## config.mk

```make
export PLATFORM = sky130hd
export DESIGN_NAME = aux_i2c_dispatch
export DESIGN_NICKNAME = d
export VERILOG_FILES = /design/src/rtl/aux_disp_pkg.sv /design/src/rtl/aux_disp_datapath.sv /design/src/rtl/aux_disp_ctrl.sv /design/src/rtl/aux_i2c_dispatch.sv
export SDC_FILE = /design/constraint.sdc
export NUM_CORES = 1
export LEC_CHECK = 0
export ABC_AREA = 1
export BUFFER_PORTS_ARGS = -buffer_cell sky130_fd_sc_hd__buf_2
export CORE_UTILIZATION = 57
export DETAILED_ROUTE_END_ITERATION = 8
export PLACE_DENSITY = 0.94
export SYNTH_ARGS = -nofsm -noshare
export SYNTH_HDL_FRONTEND = slang
export SYNTH_SLANG_ARGS = --single-unit
export TNS_END_PERCENT = 20
```

## constraint.sdc

```tcl
create_clock -name clk -period 4.39 [get_ports clk]
set_input_delay 0.878 -clock clk [delete_from_list [all_inputs] [get_ports clk]]
set_output_delay 0.878 -clock clk [all_outputs]
set_load 0.02 [all_outputs]
```

## src/rtl/aux_disp_pkg.sv

```systemverilog
package aux_disp_pkg;

  localparam logic [2:0] CMD_NAT_WR = 3'd0;
  localparam logic [2:0] CMD_NAT_RD = 3'd1;
  localparam logic [2:0] CMD_I2C_WR = 3'd2;
  localparam logic [2:0] CMD_I2C_RD = 3'd3;
  localparam logic [2:0] CMD_MOT_WR = 3'd4;
  localparam logic [2:0] CMD_MOT_RD = 3'd5;
  localparam logic [2:0] CMD_NONE   = 3'd7;

  localparam logic [1:0] RPL_ACK      = 2'b00;
  localparam logic [1:0] RPL_NACK     = 2'b01;
  localparam logic [1:0] RPL_I2C_NACK = 2'b10;

  localparam logic [1:0] OP_START = 2'b01;
  localparam logic [1:0] OP_BYTE  = 2'b10;
  localparam logic [1:0] OP_STOP  = 2'b11;

  // strobes from control to datapath
  typedef struct packed {
    logic       load;
    logic       setCode;
    logic [1:0] code;
    logic       takeByte;
    logic       advance;
    logic       setOpen;
    logic       clrOpen;
    logic       record;
  } dp_ctl_t;

  function automatic logic isNative(input logic [2:0] c);
    return (c == CMD_NAT_WR) || (c == CMD_NAT_RD);
  endfunction

  function automatic logic isPlain(input logic [2:0] c);
    return (c == CMD_I2C_WR) || (c == CMD_I2C_RD);
  endfunction

  function automatic logic isMot(input logic [2:0] c);
    return (c == CMD_MOT_WR) || (c == CMD_MOT_RD);
  endfunction

  function automatic logic isRead(input logic [2:0] c);
    return (c == CMD_NAT_RD) || (c == CMD_I2C_RD) || (c == CMD_MOT_RD);
  endfunction

endpackage

```

## src/rtl/aux_disp_datapath.sv

```systemverilog
module aux_disp_datapath
  import aux_disp_pkg::*;
#(
  parameter int ADDR_W = 20,
  parameter int LEN_W  = 5
) (
  input  logic              clk,
  input  logic              rst,
  input  dp_ctl_t           ctl,
  input  logic [2:0]        reqCmd,
  input  logic [ADDR_W-1:0] reqAddr,
  input  logic [LEN_W-1:0]  reqLen,
  input  logic [7:0]        wrData,
  input  logic [7:0]        natRdata,
  input  logic [7:0]        i2cRdata,
  output logic [2:0]        curCmd,
  output logic [ADDR_W-1:0] curAddr,
  output logic              remIsZero,
  output logic              remIsOne,
  output logic [7:0]        wrByte,
  output logic [1:0]        code,
  output logic              openQ,
  output logic              motMatch,
  output logic              rdValid,
  output logic [7:0]        rdData
);

  localparam logic [LEN_W-1:0] LEN_ONE = LEN_W'(1);

  logic [LEN_W-1:0]  remQ;
  logic [ADDR_W-1:0] lastAddrQ;
  logic [2:0]        lastCmdQ;

  assign remIsZero = (remQ == '0);
  assign remIsOne  = (remQ == LEN_ONE);
  assign motMatch  = (curAddr == lastAddrQ) && (curCmd == lastCmdQ);

  // request registers: command, walking address, bytes left
  always_ff @(posedge clk) begin
    if (rst) begin
      curCmd  <= CMD_NONE;
      curAddr <= '0;
      remQ    <= '0;
    end else if (ctl.load) begin
      curCmd  <= reqCmd;
      curAddr <= reqAddr;
      remQ    <= reqLen;
    end else if (ctl.advance) begin
      curAddr <= curAddr + 1'b1;
      remQ    <= remQ - 1'b1;
    end
  end

  // write byte holding and reply code
  always_ff @(posedge clk) begin
    if (rst) begin
      wrByte <= '0;
      code   <= RPL_NACK;
    end else begin
      if (ctl.takeByte) wrByte <= wrData;
      if (ctl.setCode)  code   <= ctl.code;
    end
  end

  // open-transaction state and recorded history
  always_ff @(posedge clk) begin
    if (rst) begin
      openQ     <= 1'b0;
      lastAddrQ <= '0;
      lastCmdQ  <= CMD_NONE;
    end else begin
      if (ctl.setOpen)      openQ <= 1'b1;
      else if (ctl.clrOpen) openQ <= 1'b0;
      if (ctl.record) begin
        lastAddrQ <= curAddr;
        lastCmdQ  <= curCmd;
      end
    end
  end

  // read byte strobe
  always_ff @(posedge clk) begin
    if (rst) begin
      rdValid <= 1'b0;
      rdData  <= '0;
    end else begin
      rdValid <= ctl.advance && isRead(curCmd);
      if (ctl.advance && isRead(curCmd))
        rdData <= isNative(curCmd) ? natRdata : i2cRdata;
    end
  end

  p_no_underflow_r2: assert property (@(posedge clk) disable iff (rst)
    ctl.advance |-> !remIsZero)
    else $error("advance with no bytes left");

endmodule

```

## src/rtl/aux_disp_ctrl.sv

```systemverilog
module aux_disp_ctrl
  import aux_disp_pkg::*;
(
  input  logic       clk,
  input  logic       rst,
  input  logic       reqValid,
  output logic       reqReady,
  input  logic [2:0] curCmd,
  input  logic       remIsZero,
  input  logic       remIsOne,
  input  logic       openQ,
  input  logic       motMatch,
  input  logic       wrValid,
  output logic       wrReady,
  output logic       natValid,
  output logic       natWrite,
  input  logic       natReady,
  input  logic       natErr,
  output logic       i2cValid,
  output logic [1:0] i2cOp,
  output logic       i2cRead,
  input  logic       i2cReady,
  input  logic       i2cFail,
  output logic       rplValid,
  output dp_ctl_t    ctl
);

  typedef enum logic [3:0] {
    S_IDLE, S_DECIDE, S_FETCH, S_NAT, S_PRESTOP,
    S_START, S_BYTE, S_POSTSTOP, S_REPLY
  } state_t;

  state_t stateQ, stateD;

  logic cNat, cPlain, cMot, cRd;
  state_t byteNext;

  assign cNat   = isNative(curCmd);
  assign cPlain = isPlain(curCmd);
  assign cMot   = isMot(curCmd);
  assign cRd    = isRead(curCmd);

  // where a byte transfer begins: writes fetch their byte first
  assign byteNext = !cRd ? S_FETCH : (cNat ? S_NAT : S_BYTE);

  always_ff @(posedge clk) begin
    if (rst) stateQ <= S_IDLE;
    else     stateQ <= stateD;
  end

  assign reqReady = (stateQ == S_IDLE);
  assign wrReady  = (stateQ == S_FETCH);
  assign natValid = (stateQ == S_NAT);
  assign natWrite = !cRd;
  assign rplValid = (stateQ == S_REPLY);
  assign i2cRead  = cRd;
  assign i2cValid = (stateQ == S_PRESTOP) || (stateQ == S_START) ||
                    (stateQ == S_BYTE)    || (stateQ == S_POSTSTOP);

  always_comb begin
    unique case (stateQ)
      S_START: i2cOp = OP_START;
      S_BYTE:  i2cOp = OP_BYTE;
      default: i2cOp = OP_STOP;
    endcase
  end

  always_comb begin
    stateD = stateQ;
    ctl    = '0;
    unique case (stateQ)
      S_IDLE: begin
        if (reqValid) begin
          ctl.load = 1'b1;
          stateD   = S_DECIDE;
        end
      end

      S_DECIDE: begin
        if (cNat) begin
          if (remIsZero) begin
            ctl.setCode = 1'b1;
            ctl.code    = RPL_NACK;
            stateD      = S_REPLY;
          end else begin
            stateD = byteNext;
          end
        end else if (cPlain) begin
          stateD = openQ ? S_PRESTOP : S_START;
        end else if (cMot) begin
          if (!openQ) begin
            stateD = S_START;
          end else if (!motMatch) begin
            stateD = S_PRESTOP;
          end else begin
            ctl.record = 1'b1;
            if (remIsZero) begin
              ctl.setCode = 1'b1;
              ctl.code    = RPL_ACK;
              stateD      = S_REPLY;
            end else begin
              stateD = byteNext;
            end
          end
        end else begin
          ctl.setCode = 1'b1;
          ctl.code    = RPL_NACK;
          stateD      = S_REPLY;
        end
      end

      S_FETCH: begin
        if (wrValid) begin
          ctl.takeByte = 1'b1;
          stateD       = cNat ? S_NAT : S_BYTE;
        end
      end

      S_NAT: begin
        if (natReady) begin
          ctl.setCode = 1'b1;
          if (natErr) begin
            ctl.code = RPL_NACK;
            stateD   = S_REPLY;
          end else begin
            ctl.advance = 1'b1;
            if (remIsOne) begin
              ctl.code = RPL_ACK;
              stateD   = S_REPLY;
            end else begin
              ctl.setCode = 1'b0;
              stateD      = byteNext;
            end
          end
        end
      end

      S_PRESTOP: begin
        if (i2cReady) begin
          ctl.clrOpen = 1'b1;
          stateD      = S_START;
        end
      end

      S_START: begin
        if (i2cReady) begin
          if (i2cFail) begin
            ctl.setCode = 1'b1;
            ctl.code    = RPL_I2C_NACK;
            stateD      = S_REPLY;
          end else begin
            ctl.setOpen = 1'b1;
            ctl.record  = cMot;
            if (remIsZero) begin
              ctl.setCode = 1'b1;
              ctl.code    = RPL_ACK;
              stateD      = cMot ? S_REPLY : S_POSTSTOP;
            end else begin
              stateD = byteNext;
            end
          end
        end
      end

      S_BYTE: begin
        if (i2cReady) begin
          if (i2cFail) begin
            ctl.setCode = 1'b1;
            ctl.code    = RPL_I2C_NACK;
            stateD      = S_POSTSTOP;
          end else begin
            ctl.advance = 1'b1;
            if (remIsOne) begin
              ctl.setCode = 1'b1;
              ctl.code    = RPL_ACK;
              stateD      = cMot ? S_REPLY : S_POSTSTOP;
            end else begin
              stateD = byteNext;
            end
          end
        end
      end

      S_POSTSTOP: begin
        if (i2cReady) begin
          ctl.clrOpen = 1'b1;
          stateD      = S_REPLY;
        end
      end

      S_REPLY: stateD = S_IDLE;

      default: stateD = S_IDLE;
    endcase
  end

  p_i2c_hold_r11: assert property (@(posedge clk) disable iff (rst)
    (i2cValid && !i2cReady) |=> (i2cValid && $stable(i2cOp)))
    else $error("i2c request dropped before ready");

  p_nat_hold_r11: assert property (@(posedge clk) disable iff (rst)
    (natValid && !natReady) |=> (natValid && $stable(natWrite)))
    else $error("native request dropped before ready");

  p_reply_pulse_r11: assert property (@(posedge clk) disable iff (rst)
    rplValid |=> !rplValid)
    else $error("reply strobe longer than one cycle");

  p_busy_after_accept_r11: assert property (@(posedge clk) disable iff (rst)
    (reqValid && reqReady) |=> !reqReady)
    else $error("ready high while a request is in flight");

endmodule

```

## src/rtl/aux_i2c_dispatch.sv

```systemverilog
module aux_i2c_dispatch
  import aux_disp_pkg::*;
#(
  parameter int ADDR_W = 20,
  parameter int LEN_W  = 5,
  parameter int I2C_AW = 7
) (
  input  logic              clk,
  input  logic              rst,
  input  logic              reqValid,
  output logic              reqReady,
  input  logic [2:0]        reqCmd,
  input  logic [ADDR_W-1:0] reqAddr,
  input  logic [LEN_W-1:0]  reqLen,
  input  logic              wrValid,
  output logic              wrReady,
  input  logic [7:0]        wrData,
  output logic              rdValid,
  output logic [7:0]        rdData,
  output logic              rplValid,
  output logic [1:0]        rplCode,
  output logic              natValid,
  output logic              natWrite,
  output logic [ADDR_W-1:0] natAddr,
  output logic [7:0]        natWdata,
  input  logic              natReady,
  input  logic              natErr,
  input  logic [7:0]        natRdata,
  output logic              i2cValid,
  output logic [1:0]        i2cOp,
  output logic [I2C_AW-1:0] i2cAddr,
  output logic              i2cRead,
  output logic [7:0]        i2cWdata,
  input  logic              i2cReady,
  input  logic              i2cFail,
  input  logic [7:0]        i2cRdata
);

  dp_ctl_t           ctl;
  logic [2:0]        curCmd;
  logic [ADDR_W-1:0] curAddr;
  logic              remIsZero, remIsOne, dpOpen, motMatch;
  logic [7:0]        wrByte;

  aux_disp_datapath #(.ADDR_W(ADDR_W), .LEN_W(LEN_W)) dp_i (
    .clk(clk), .rst(rst), .ctl(ctl),
    .reqCmd(reqCmd), .reqAddr(reqAddr), .reqLen(reqLen),
    .wrData(wrData), .natRdata(natRdata), .i2cRdata(i2cRdata),
    .curCmd(curCmd), .curAddr(curAddr),
    .remIsZero(remIsZero), .remIsOne(remIsOne),
    .wrByte(wrByte), .code(rplCode), .openQ(dpOpen), .motMatch(motMatch),
    .rdValid(rdValid), .rdData(rdData)
  );

  aux_disp_ctrl ctrl_i (
    .clk(clk), .rst(rst),
    .reqValid(reqValid), .reqReady(reqReady),
    .curCmd(curCmd), .remIsZero(remIsZero), .remIsOne(remIsOne),
    .openQ(dpOpen), .motMatch(motMatch),
    .wrValid(wrValid), .wrReady(wrReady),
    .natValid(natValid), .natWrite(natWrite),
    .natReady(natReady), .natErr(natErr),
    .i2cValid(i2cValid), .i2cOp(i2cOp), .i2cRead(i2cRead),
    .i2cReady(i2cReady), .i2cFail(i2cFail),
    .rplValid(rplValid), .ctl(ctl)
  );

  assign natAddr  = curAddr;
  assign natWdata = wrByte;
  assign i2cAddr  = curAddr[I2C_AW-1:0];
  assign i2cWdata = wrByte;

  p_bad_cmd_nack_r1: assert property (@(posedge clk) disable iff (rst)
    (reqValid && reqReady && (reqCmd > CMD_MOT_RD))
      |=> (!natValid && !i2cValid) ##1 (rplValid && rplCode == RPL_NACK))
    else $error("invalid command not answered with NACK");

  p_nat_step_r4: assert property (@(posedge clk) disable iff (rst)
    (natValid && natReady && !natErr)
      |=> (natValid |-> (natAddr == ADDR_W'($past(natAddr) + 1'b1))))
    else $error("native address did not step by one");

  p_mot_ack_open_r9: assert property (@(posedge clk) disable iff (rst)
    (rplValid && rplCode == RPL_ACK && isMot(curCmd)) |-> dpOpen)
    else $error("MOT ack with bus closed");

  p_open_fall_r12: assert property (@(posedge clk) disable iff (rst)
    $fell(dpOpen) |-> ($past(rst) || $past(i2cValid && i2cReady && i2cOp == OP_STOP)))
    else $error("open flag cleared without a stop");

endmodule

```

==> key figures, run 1 <==
Timing
  – Fmax: 351 MHz
  – Period utilisation layout: 0.648
  – Final Max Slew Viols: 0
  – Final setup fails: 0
  – Fin worst setup slack: 1.54 ns
  – Worst relative slew slack: 0.279
  – Min Clock Period, post-route: 2.85 ns
  – TNS Setup: 0 ns
  – Worst-Margin Slew: 1.08 ns
  – Final-report hold violation count: 0
  – RSZ-0062 raised after global routing: false
  – Post-Route Skew: 0.0106 ns

Drt
  – Initial DRT Pass Iterations: 6
  – Detailed-route via count: 4846
  – Routed WL per cell: 13.9 µm
  – Post-Route WL: 12100 µm
  – Remaining antenna violation count: 0
  – First DRT Iteration DRCs: 326
  – Vias/cell: 5.56
  – DRC: 0

Logic synthesis
  – EDFF count, synth: 0
  – Synthesized area per cell: 6.61 µm²
  – Synth cell count leaders: nand2_1 (169), dfxtp_1 (75), inv_1 (73), o21ai_0 (60), a21oi_1 (58)
  – Net Count, Synth: 743
  – Most frequent cell after synthesis: nand2_1
  – Synth top area share: 0.336
  – Top area cells in the synthesized netlist: dfxtp_1 (34%), nand2_1 (14%), o21ai_0 (6.7%)
  – Post-Syn Instances: 676
  – Largest area contributor in the netlist: dfxtp_1
  – Async SR Flop Fraction: 0
  – Synth warn: 0
  – Netlist Area Pre-Place: 4470 µm²
  – Post-synth cell types: 40
  – Dominant synthesized flop cell: dfxtp_1
  – Register area share after synthesis: 0.336
  – FF+latch count, synth: 75

CTS
  – CTS tree: done
  – Cts bufs inserted: 9
  – Worst skew pair latency: 0.36 ns
  – Clock slew at reported path FFs: 0.08 ns
  – Sink Count: 75
  – Setup bufs post-CTS: 0
  – CTS resizes: 0
  – CTS Hold Buffers Added: 0
  – Clock Path Buffers: 2
  – Depth of the CTS H-tree: 3
  – Root buffer cell: clkbuf_8

Power and ir drop
  – Sw Ratio: 0.454
  – Logic pwr share: 0.435
  – Flop pwr share: 0.343
  – Power share of the clock group: 0.222
  – Power density cells: 518 nW/µm²
  – Peak VDD IR: 259 µV
  – Int Power: 1.46 mW
  – Leak Pwr: 2.38 nW
  – Net Switching: 1.21 mW

Floorplan
  – Die X: 90.6 µm
  – Row Count: 31
  – Die Y: 90.6 µm
  – Core ar.: 7410 µm²
  – I/O Pins: 123
  – Full die area: 8200 µm²
  – Initial Utilization: 0.603

Worst setup path
  – WP data required: 4.67 ns
  – Worst-path fanout max: 44
  – Flop-to-flop setup slack: 1.54 ns
  – WS Path Type: reg2reg
  – Crit. End Element: register
  – Largest stage delay, worst path: 0.57 ns
  – RR Startpoint: dp_i.curCmd[1]
  – R2r worst-path depth: 9
  – CP Cell Sequence: inv_1, ha_1, inv_1, nand2_2, nor3_1, nand4_1, nand2_2, o21ai_0, a21oi_1
  – FF-to-FF End: dp_i.lastAddrQ[2]
  – Crit-path slowest cell: nand2_2
  – Startpoint Class: register
  – CP Data Arrival Time: 3.12 ns

Worst hold path
  – Worst hold path startpoint: dp_i.wrByte[6]
  – Worst Hold End: dp_i.wrByte[6]
  – Hold crit path type: reg2reg
  – Hold depth: 2

Outcome
  – Status: complete, no violations

Final layout
  – Footprint of the multi-input gates: 2410 µm²
  – Fillcell total: 609
  – Register area: 1500 µm²
  – Layout cells sized above 1: 0.215
  – Nets@finish: 835
  – Ant diodes: 0
  – Area Growth Syn to Fin: 15.6%
  – Non-filler cells, final: 872

Global routing
  – GRT overflow: 0
  – Initial antenna violation count: 0
  – GRT Overall Usage: 0.297
  – First-pass GRT wire length: 19900 µm
  – Largest net degree at the start of global routing: 45
  – Vias in the first global route: 4424

Placement
  – HPWL Detailed: 8430 µm
  – Port bufs: 122
  – Placed cell count: 856
  – Dpl ws: 1.65 ns
  – GP Congestion: 0.912

Flow run
  – Max-Cap Viols: 0
==> worst max-delay path by stage <==
stage | start | end | slack [ns]
floorplan | ctrl_i.stateQ[1] | wrReady | 2.34
global placement | dp_i.curCmd[2] | dp_i.lastCmdQ[1] | 1.77
detailed placement | dp_i.curCmd[1] | dp_i.lastCmdQ[1] | 1.65
CTS | dp_i.curCmd[2] | dp_i.lastCmdQ[1] | 1.62
global route | dp_i.curCmd[2] | dp_i.lastAddrQ[2] | 1.35
finish | dp_i.curCmd[1] | dp_i.lastAddrQ[2] | 1.54
==> layout by cell type, fill, tap and decap left out, types with 3 or more instances in the layout <==
master,synthesis,routed
inv_2,5,5
clkbuf_8,0,9
or2_2,4,4
o211ai_1,7,7
nor2_2,4,4
nand2_2,3,3
nor2_1,47,47
ha_1,7,7
clkinvlp_4,0,3
xor2_1,8,8
a21oi_1,58,58
a31oi_1,17,17
buf_2,10,122
dfxtp_1,75,75
inv_1,73,73
nand2_1,169,169
nand4_1,10,10
o21ai_1,9,9
nand3_1,38,38
nor3_1,13,13
o21ai_0,60,60
a211oi_1,6,6
==> stage by stage <==
stage	util	hold WS, ns	cell area, µm²	power [mW]
floorplan	-	0.450	4470	1.79
global placement	0.668	0.461	4950	2.02
detailed placement	0.668	0.463	4950	2.06
CTS	0.698	0.484	5170	2.66
global route	0.698	0.501	5170	2.85
finish	0.698	0.482	5170	2.68
==> registers in the layout (all words and copies together), names as in the netlist <==
signal	cells
dp_i.lastCmdQ	3
dp_i.code	2
dp_i.lastAddrQ	20
dp_i.rdData	8
dp_i.wrByte	8
dp_i.remQ	5
dp_i.openQ	1
dp_i.curCmd	3
dp_i.curAddr	20
ctrl_i.stateQ	4
dp_i.rdValid	1
==> power by group through the flow <==
stage	Combinational, mW	Sequential [mW]	Clock (mW)
floorplan	0.830	0.965	0
global placement	1.10	0.921	0
detailed placement	1.13	0.927	0
CTS	1.15	0.912	0.599
global route	1.29	0.933	0.628
finish	1.17	0.918	0.594
==> final cells by class <==
cell class                 count  share of cell area
timing repair buffer         123               0.120
sequential                    75               0.290
tap                           99              0.0240
multi-input combinational    480               0.466
clock buffer                   9              0.0240
clock inverter                 7              0.0179
inverter                      79              0.0583
==> worst max-delay path, delay by kind of cell, from the launching register on <==
kind / cells / cell delay [ns]
adder cells (fa/ha/maj): 1 / 0.41
buffers and inverters: 2 / 0.52
flip-flops: 1 / 0.34
AO/OA/AOI/OAI: 2 / 0.44
AND/OR/NAND/NOR: 4 / 1.03
==> cell families after synthesis <==
group / Yosys count / share of synthesized area
AND/OR/NAND/NOR: 298 / 0.297
XOR/XNOR: 9 / 0.0176
AO/OA/AOI/OAI: 166 / 0.204
adder cells (fa/ha/maj): 7 / 0.0196
buffers and inverters: 121 / 0.126
flip-flops: 75 / 0.336
==> metal layers <==
| layer | global-route usage | vias up | share of wire |
|---|---|---|---|
| met5 | 0 | - | 0 |
| met4 | 0.106 | 0 | 0.020 |
| met3 | 0.0488 | 24 | 0.070 |
| met2 | 0.515 | 232 | 0.49 |
| met1 | 0.369 | 2195 | 0.42 |
| li1 | - | 2395 | - |
Power figures use the tool's default switching activity.
==> run 2, diff against run 1 <==
--- a/config.mk
+++ b/config.mk
@@ -7,9 +7,9 @@
 export LEC_CHECK = 0
 export ABC_AREA = 1
 export BUFFER_PORTS_ARGS = -buffer_cell sky130_fd_sc_hd__buf_2
-export CORE_UTILIZATION = 57
+export CORE_UTILIZATION = 53
 export DETAILED_ROUTE_END_ITERATION = 8
-export PLACE_DENSITY = 0.94
+export PLACE_DENSITY = 0.89
 export SYNTH_ARGS = -nofsm -noshare
 export SYNTH_HDL_FRONTEND = slang
 export SYNTH_SLANG_ARGS = --single-unit
==> constraint.sdc (replaced) <==
create_clock -name clk -period 2.65 [get_ports clk]
set_input_delay 0.53 -clock clk [delete_from_list [all_inputs] [get_ports clk]]
set_output_delay 0.53 -clock clk [all_outputs]
set_load 0.02 [all_outputs]
==> run 2 against run 1 <==
Compared with the run above:
- cell count rose by 1.5%
- global-route usage fell by 1.2 points
- sequential share of layout area fell by 0.44 points
- wire length fell by 0.92%
- power rose by 68%
- critical path type is now reg2out
- critical endpoint is now wrReady
- largest cell class unchanged
- highest routed layer unchanged
==> key figures, run 2 (synthesized netlist as in run 1, its figures left out) <==
Final layout
  – Fillcell total: 714 (+17%)
  – Ant diodes: 0 (unchanged)
  – Largest regs: dp_i.curAddr: 20 flops, dp_i.lastAddrQ: 20 flops
  – Commonest non-fill, non-tap cell in the layout: nand2_1
  – Register area: 1500 µm² (unchanged)
  – Final Instance Area: 5250 µm² (+1.5%)
  – Footprint of the multi-input gates: 2410 µm² (unchanged)
  – Nets@finish: 842 (+0.84%)
  – Layout cells sized above 1: 0.222 (+0.00705)
  – Most frequent cells in the layout: nand2_1 (169), buf_2 (122), dfxtp_1 (75)
  – Area Growth Syn to Fin: 17.4%

CTS
  – CTS resizes: 0 (unchanged)
  – Worst skew pair latency: 0.37 ns (about the same)
  – Cts bufs inserted: 9 (unchanged)
  – Depth of the CTS H-tree: 3 (unchanged)
  – Clock slew at reported path FFs: 0.08 ns (about the same)
  – Clock Path Buffers: 2 (unchanged)
  – Setup bufs post-CTS: 0 (unchanged)
  – CTS tree: done
  – Sink Count: 75 (unchanged)
  – Root buffer cell: clkbuf_8
  – CTS Hold Buffers Added: 0 (unchanged)

Power and ir drop
  – Power density cells: 855 nW/µm² (+65%)
  – Sw Ratio: 0.444 (-0.00948)
  – Logic pwr share: 0.430 (-0.005)
  – Int Power: 2.49 mW (+70%)
  – Power share of the clock group: 0.232 (+0.010)
  – Flop pwr share: 0.338 (-0.005)
  – Peak VDD IR: 336 µV (+30%)
  – Leak Pwr: 2.43 nW (+2.0%)
  – Net Switching: 1.99 mW (+64%)

Global routing
  – GRT Overall Usage: 0.284 (-0.0125)
  – Initial antenna violation count: 0 (unchanged)
  – First-pass GRT wire length: 19900 µm (-0.24%)
  – Vias in the first global route: 4462 (+0.86%)
  – Largest net degree at the start of global routing: 41 (-8.9%)
  – GRT overflow: 0 (unchanged)

Timing
  – TNS Setup: 0 ns (unchanged)
  – Min Clock Period, post-route: 2.38 ns
  – Final setup fails: 0 (unchanged)
  – Final Max Slew Viols: 0 (unchanged)
  – Worst relative slew slack: 0.519 (+0.241)
  – Fmax: 420 MHz
  – Post-Route Skew: 0.0107 ns (+0.0000733 ns)
  – Period utilisation layout: 0.899
  – Final-report hold violation count: 0 (unchanged)
  – Worst-Margin Slew: 0.715 ns (-0.366 ns)
  – RSZ-0062 raised after global routing: false

Worst hold path
  – Worst Hold End: dp_i.curCmd[0]
  – Hold crit path type: in2reg
  – Hold depth: 3 (+1)
  – Worst hold path startpoint: reqCmd[0]

Placement
  – GP Congestion: 0.942 (+3.3%)
  – Port bufs: 122 (unchanged)
  – Dpl cell area: 5010 µm² (+1.2%)
  – HPWL Detailed: 8650 µm (+2.6%)

Floorplan
  – I/O Pins: 123 (unchanged)
  – Full die area: 8810 µm² (+7.4%)
  – Initial Utilization: 0.547 (-0.0566)
  – Die Y: 93.8 µm (+3.6%)
  – Core ar.: 8180 µm² (+10%)
  – Row Count: 33 (+6.5%)
  – Die X: 93.8 µm (+3.6%)

Drt
  – Post-Route WL: 12000 µm (-0.92%)
  – Vias/cell: 5.54 (-0.35%)
  – Initial DRT Pass Iterations: 7 (+1)
  – Remaining antenna violation count: 0 (unchanged)
  – DRC: 0 (unchanged)
  – First DRT Iteration DRCs: 258 (-21%)
  – Detailed-route via count: 4901 (+1.1%)
  – Routed WL per cell: 13.6 µm (-2.4%)

Worst setup path
  – Flop-to-flop setup slack: 0.48 ns (-1.06 ns)
  – Worst-path fanout max: 6 (-86%)
  – CP Cell Sequence: inv_2, nor3_1, buf_2
  – R2r worst-path depth: 11 (+2)
  – WP data required: 2.12 ns (-2.55 ns)
  – Largest stage delay, worst path: 0.61 ns (+0.04 ns)
  – RR Startpoint: dp_i.curAddr[3]
  – FF-to-FF End: dp_i.lastAddrQ[14]
  – Crit. End Element: primary output
  – CP Launch Point: ctrl_i.stateQ[1]
  – Startpoint Class: register
  – WS Path Type: reg2out
  – Crit-path slowest cell: nor3_1
  – CP Data Arrival Time: 1.85 ns (-1.27 ns)

Outcome
  – Status: complete, no violations

Flow run
  – Max-Cap Viols: 0 (unchanged)
## run 2: power by group through the flow
stage	combinational, mW	sequential [mW]	clock [mW]
3_5_place_dp	1.90	1.53	0
6_report	1.93	1.52	1.04
5_1_grt	2.15	1.55	1.10
4_1_cts	1.91	1.51	1.05
3_3_place_gp	1.86	1.52	0
2_1_floorplan	1.37	1.60	0
## run 2: worst max-delay path by stage
stage | endpoint | slack [ns] | cells past startpoint
final | wrReady | 0.27 | 3
after global routing | wrReady | 0.23 | 3
after CTS | wrReady | 0.30 | 3
after detailed placement | dp_i.lastAddrQ[14] | 0.59 | 11
after global placement | wrReady | 0.71 | 3
after floorplan | dp_i.curAddr[18] | 0.77 | 11
## run 2: cell type report
cell class                 instances  share of cell area
timing repair buffer             130               0.128
clock buffer                      11              0.0288
tap                              105              0.0250
inverter                          79              0.0574
multi-input combinational        480               0.459
sequential                        75               0.286
clock inverter                     5              0.0162
## run 2: worst max-delay path, delay by kind of cell, from the launching register on
kind	cells	cell delay [ns]
and+or+nand+nor	1	0.61
DFF	1	0.49
buffers and inverters	2	0.39
## run 2: metrics by stage
stage | std cells | util | hold WS (ns) | setup WS [ns] | total power [mW]
finish | 885 | 0.642 | 0.385 | 0.267 | 4.49
global route | 885 | 0.642 | 0.401 | 0.235 | 4.79
CTS | 885 | 0.642 | 0.385 | 0.301 | 4.47
detailed placement | 869 | 0.613 | 0.465 | 0.590 | 3.43
global placement | 869 | 0.613 | 0.459 | 0.713 | 3.38
floorplan | 676 | - | 0.450 | 0.766 | 2.97
## run 2: metal layers
metal,vias up,track usage,wire length (µm)
met2,247,0.460,5600
li1,2410,-,-
met5,-,0,0
met1,2202,0.353,5010
met4,0,0.145,434
met3,42,0.0615,965
